## src/rtl/wsd_pkg.sv

```systemverilog
package wsd_pkg;

    typedef enum logic {
        MODE_RUN   = 1'b0,
        MODE_SLEEP = 1'b1
    } base_mode_e;

    typedef struct packed {
        logic clr_edge;
        logic timeout;
        logic power_ok;
    } wsd_evt_t;

    function automatic logic leave_sleep(wsd_evt_t e);
        return e.clr_edge || !e.power_ok;
    endfunction

endpackage

```

## src/rtl/wsd_edge.sv

```systemverilog
module wsd_edge (
    input  logic clk,
    input  logic rst,
    input  logic clr_in,
    output logic clr_edge
);
    logic clr_q;

    always_ff @(posedge clk) begin
        clr_q <= clr_in;
    end

    assign clr_edge = !rst && (clr_in != clr_q);

    // a change of level must be flagged whatever its direction
    a_r5_any_change: assert property (@(posedge clk) disable iff (rst)
        (clr_in != $past(clr_in)) |-> clr_edge);
endmodule

```

## src/rtl/wsd_miss_cnt.sv

```systemverilog
module wsd_miss_cnt
    import wsd_pkg::*;
#(
    parameter int MISS_LIMIT = 3
) (
    input  logic                            clk,
    input  logic                            rst,
    input  wsd_evt_t                        evt,
    output logic [$clog2(MISS_LIMIT+1)-1:0] cnt,
    output logic                            hit
);
    localparam int CW = $clog2(MISS_LIMIT+1);
    localparam logic [CW-1:0] LAST = CW'(MISS_LIMIT - 1);
    localparam logic [CW-1:0] TOP  = CW'(MISS_LIMIT);

    always_ff @(posedge clk) begin
        if (rst || leave_sleep(evt))
            cnt <= '0;
        else if (evt.timeout && cnt != TOP)
            cnt <= cnt + 1'b1;
    end

    assign hit = evt.timeout && (cnt == LAST) && !leave_sleep(evt);

    a_r3_edge_zeroes: assert property (@(posedge clk) disable iff (rst)
        evt.clr_edge |=> (cnt == '0));
    a_r2_saturates: assert property (@(posedge clk) disable iff (rst)
        (cnt == TOP) |=> (cnt == TOP) || (cnt == '0));
endmodule

```

## src/rtl/wsd_beat.sv

```systemverilog
module wsd_beat #(
    parameter int HB_PERIOD = 32000,
    parameter int HB_PULSE  = 96
) (
    input  logic clk,
    input  logic rst,
    input  logic active,
    output logic hb
);
    localparam int PW = (HB_PERIOD > 1) ? $clog2(HB_PERIOD) : 1;
    localparam logic [PW-1:0] WRAP  = PW'(HB_PERIOD - 1);
    localparam logic [PW-1:0] START = PW'(HB_PERIOD - HB_PULSE);

    logic [PW-1:0] phase;

    always_ff @(posedge clk) begin
        if (rst || !active)
            phase <= '0;
        else if (phase == WRAP)
            phase <= '0;
        else
            phase <= phase + 1'b1;
    end

    assign hb = active && (phase >= START);

    a_r4_quiet_awake: assert property (@(posedge clk) disable iff (rst)
        !active |-> !hb);
    a_r4_phase_bound: assert property (@(posedge clk) disable iff (rst)
        phase <= WRAP);
endmodule

```

## src/rtl/wsd_sleep_detect.sv

```systemverilog
module wsd_sleep_detect
    import wsd_pkg::*;
#(
    parameter int MISS_LIMIT = 3,
    parameter int HB_PERIOD  = 32000,
    parameter int HB_PULSE   = 96
) (
    input  logic clk,
    input  logic rst,
    input  logic clr_in,
    input  logic wd_timeout,
    input  logic pwr_good,
    output logic sleep_o,
    output logic hb_rst_o,
    output logic wake_o
);
    localparam int CW = $clog2(MISS_LIMIT+1);

    wsd_evt_t   evt;
    logic       clr_edge;
    logic       hit;
    logic [CW-1:0] miss;
    base_mode_e mode_q;
    logic       wake_q;

    wsd_edge u_edge (
        .clk      (clk),
        .rst      (rst),
        .clr_in   (clr_in),
        .clr_edge (clr_edge)
    );

    always_comb begin
        evt.clr_edge = clr_edge;
        evt.timeout  = wd_timeout;
        evt.power_ok = pwr_good;
    end

    wsd_miss_cnt #(.MISS_LIMIT(MISS_LIMIT)) u_miss (
        .clk (clk),
        .rst (rst),
        .evt (evt),
        .cnt (miss),
        .hit (hit)
    );

    always_ff @(posedge clk) begin
        if (rst) begin
            mode_q <= MODE_RUN;
            wake_q <= 1'b0;
        end else begin
            wake_q <= (mode_q == MODE_SLEEP) && leave_sleep(evt);
            if (leave_sleep(evt))
                mode_q <= MODE_RUN;
            else if (hit)
                mode_q <= MODE_SLEEP;
        end
    end

    wsd_beat #(.HB_PERIOD(HB_PERIOD), .HB_PULSE(HB_PULSE)) u_beat (
        .clk    (clk),
        .rst    (rst),
        .active (mode_q == MODE_SLEEP),
        .hb     (hb_rst_o)
    );

    assign sleep_o = (mode_q == MODE_SLEEP);
    assign wake_o  = wake_q;

    a_r2_enter: assert property (@(posedge clk) disable iff (rst)
        (!sleep_o && wd_timeout && pwr_good && !clr_edge
         && miss == CW'(MISS_LIMIT - 1)) |=> sleep_o);
    a_r5_edge_exits: assert property (@(posedge clk) disable iff (rst)
        clr_edge |=> !sleep_o);
    a_r7_power_drop: assert property (@(posedge clk) disable iff (rst)
        !pwr_good |=> (!sleep_o && miss == '0));
    a_r8_wake_after_sleep: assert property (@(posedge clk) disable iff (rst)
        wake_o |-> ($past(sleep_o) && !sleep_o));
    a_r10_hold_in_sleep: assert property (@(posedge clk) disable iff (rst)
        (sleep_o && pwr_good && !clr_edge) |=> sleep_o);
endmodule

```

## config.mk

```make
export PLATFORM = sky130hd
export DESIGN_NAME = wsd_sleep_detect
export DESIGN_NICKNAME = d
export VERILOG_FILES = /design/src/rtl/wsd_pkg.sv /design/src/rtl/wsd_edge.sv /design/src/rtl/wsd_miss_cnt.sv /design/src/rtl/wsd_beat.sv /design/src/rtl/wsd_sleep_detect.sv
export SDC_FILE = /design/constraint.sdc
export NUM_CORES = 1
export LEC_CHECK = 0
export BUFFER_PORTS_ARGS = -buffer_cell sky130_fd_sc_hd__clkbuf_2
export CORE_ASPECT_RATIO = 1.1
export CORE_MARGIN = 4
export CORE_UTILIZATION = 50
export CTS_CLUSTER_SIZE = 20
export DETAILED_ROUTE_END_ITERATION = 10
export PLACE_DENSITY_LB_ADDON = 0.12
export SLEW_MARGIN = 10
export SYNTH_ARGS = -nofsm -noshare
export SYNTH_HDL_FRONTEND = slang
export SYNTH_SLANG_ARGS = --single-unit
export TNS_END_PERCENT = 100
```

## constraint.sdc

```tcl
create_clock -name clk -period 1.6 [get_ports clk]
set_clock_uncertainty 0.05 [all_clocks]
set_input_delay 0.16 -clock clk [delete_from_list [all_inputs] [get_ports clk]]
set_output_delay 0.16 -clock clk [all_outputs]
set_load 0.005 [all_outputs]
```

==> metrics.txt <==
Final Non-Filler Cells=132; Post-route DRC=0; setup violators final=0; clk sinks=20; vias=704; Filler Cell Count=148; synthesized net count=108; Max Cap Viol=0; clock root buffer=clkbuf_4; routed vias/inst=roughly 5.3; chip height=about 53 um; slew margin rel.=0.822; crit path from=u_beat.phase[5]; Hold Crit Depth=3; Die Span X=roughly 49 um; H-tree levels=1; Clock Latency Late Sink=0.29 ns; DR WL/cell=approximately 12 um; largest net degree at the start of global routing=13; Avg Inst Size Synth=around 9 um^2; register area share after synthesis=0.440; Max clock buf depth=2; worst reg2reg startpoint=u_beat.phase[0]; IO buf count=7; final hold viol count=0; multi-input logic area=490 um^2; Cells after Synth=99; Slew @ Worst Pin=between 0.2 and 0.3 ns; Worst setup SP type=flop; synthesized cell area=911 um^2; cell with the most instances after synthesis=nor2_1; Most used DFF post-synth=dfxtp_1; status=complete, no violations; sequential power share=0.668; Worst R2R Path Depth=5; Total GRT Usage=0.144; Setup WS post-layout=0.100 ns; HP Class=input pin to flop; Pint=~0.60 mW; number of global-route vias before repair=690; Starting Density=0.552; CTS buffer count=3; Slew Limit Fails=0; clock-pin slew on the worst setup and hold paths=between 0.1 and 0.15 ns; commonest cells in the synthesized netlist=nor2_1, dfxtp_1, xnor2_1; CP Class=flop to output pin; net load switching power=approximately 0.15 mW; layout cells sized above 1=0.191; gpl congestion=0.736; number of setup buffers added after CTS=0; post-synth cell types=24; Place WS=0.143 ns; Initial DRT Pass Iterations=3; synthesized flop and latch total=20; antenna violations before repair=0; first-pass GRT wire length=2850 um; fin crit period=1.50 ns; area share of the largest cell type after synthesis=0.440; R2R Setup Slk=0.19 ns; WP data required=1.39 ns; Post-synth EDFFs=0; DIE AREA=0.00257 mm^2; Placed Instances=~130; kind of end point of the critical path=output pin; synth top area cells=dfxtp_1, xnor2_1, nor2_1; Clk network pwr share=0.303; worst path arrival time=1.29 ns; Congestion Overflow GR=0; Max VDD drop=approximately 0.00051 V; post-DP HPWL=1230 um; n_diodes=0; crit-path max FO=3; pwr dens=about 720 mW/mm^2; reg2reg end=u_beat.phase[2]; leakage power=approximately 0.36 nW; largest area contributor in the netlist=dfxtp_1; Site Rows=15; final WL=between 1500 and 2000 um; synthesis-to-layout area growth=15.4%; core box area=around 0.0017 mm^2; Sw Ratio=0.201; Sequential Area=402 um^2; ys async rst share=0; Final Cycle Share=0.937; Final Net Count=126; initial drt markers=5; yosys warns=0; Critical Path Sink=hb_rst_o; Top Ports=8; CTS tree=done; combinational share of power=0.030; fmax=about 0.67 GHz; Final ANT Viol Nets=0
[layout by cell type (no fill, tap or decap), types with 2 or more instances in the layout]
master         netlist  routed
xor2_1               3       3
ha_1                 4       4
a21oi_1              2       2
clkbuf_2             0       7
nor4_2               2       2
nor2_1              21      21
xnor2_1             11      11
clkbuf_4             0       3
dlygate4sd3_1        0       2
buf_4                0       5
nor3_1               3       3
nand2_1              3       3
nand3_1              7       7
and3_1               2       2
dfxtp_1             20      19
inv_1                6       6
nand4_1              2       2
nand3b_1             2       2
[critical path, stage by stage (launching register included)]
cell and delay [ns]:
dfxtp_2 0.37, buf_4 0.12, o21ai_0 0.11, a211oi_2 0.26
clkbuf_2 0.14
[flip-flops by register name (all words and copies together), names as in the netlist]
register,flops
wake_o,1
sleep_o,1
u_beat.phase,15
u_edge.clr_q,1
u_miss.cnt,2
[through the flow]
stage               power, mW  instance area, um^2  hold WS [ns]  setup TNS, ns   util
floorplan               0.525                  911         0.138              0      -
global route            0.792                 1050        0.0630        -0.0245  0.636
detailed placement      0.533                  993         0.242              0  0.602
global placement        0.532                  993         0.242              0  0.602
finish                  0.753                 1050        0.0625              0  0.636
CTS                     0.768                 1040        0.0611              0  0.627
[routing by layer]
layer / track usage / routed length (um)
met1: 0.161 / 699
met2: 0.254 / 801
met3: 0.0313 / 65
met5: 0 / 0
met4: 0.0807 / 27
[timing repair]
action / 4_1_cts / 5_1_grt
hold buffers: 2 / 0
gates resized for setup: 0 / 3
endpoints found under the hold margin: 2 / 0
endpoints found under the setup margin: 0 / 2
[how the worst min path moves through the flow]
stage | start | end | slack [ns]
after floorplan | clr_in | u_edge.clr_q | 0.14
after global placement | clr_in | u_edge.clr_q | 0.24
after detailed placement | clr_in | u_edge.clr_q | 0.24
after CTS | wd_timeout | sleep_o | 0.06
after global routing | wd_timeout | sleep_o | 0.06
final | wd_timeout | sleep_o | 0.06
[cells by family after synthesis]
group | after synthesis | share of synthesized area
simple gates | 46 | 0.273
flops | 20 | 0.440
xor+xnor | 14 | 0.135
compound gates | 7 | 0.0494
buf+inv | 7 | 0.0371
fa+ha+maj | 4 | 0.0549
mux | 1 | 0.0110
[power by group through the flow]
stage,logic [mW],registers [mW],clock network (mW)
after global routing,0.0246,0.504,0.264
after detailed placement,0.0186,0.514,0
after CTS,0.0226,0.503,0.242
after global placement,0.0183,0.514,0
final,0.0223,0.503,0.228
after floorplan,0.0112,0.514,0
[area by class of cell]
| type | count | share of cell area |
|---|---|---|
| Sequential cell | 20 | 0.382 |
| Clock buffer | 3 | 0.0214 |
| Timing Repair Buffer | 14 | 0.0881 |
| Multi-Input combinational cell | 72 | 0.467 |
| Inverter | 6 | 0.0214 |
| Tap cell | 17 | 0.0202 |
Note: power is estimated with default switching activity, not from simulation.
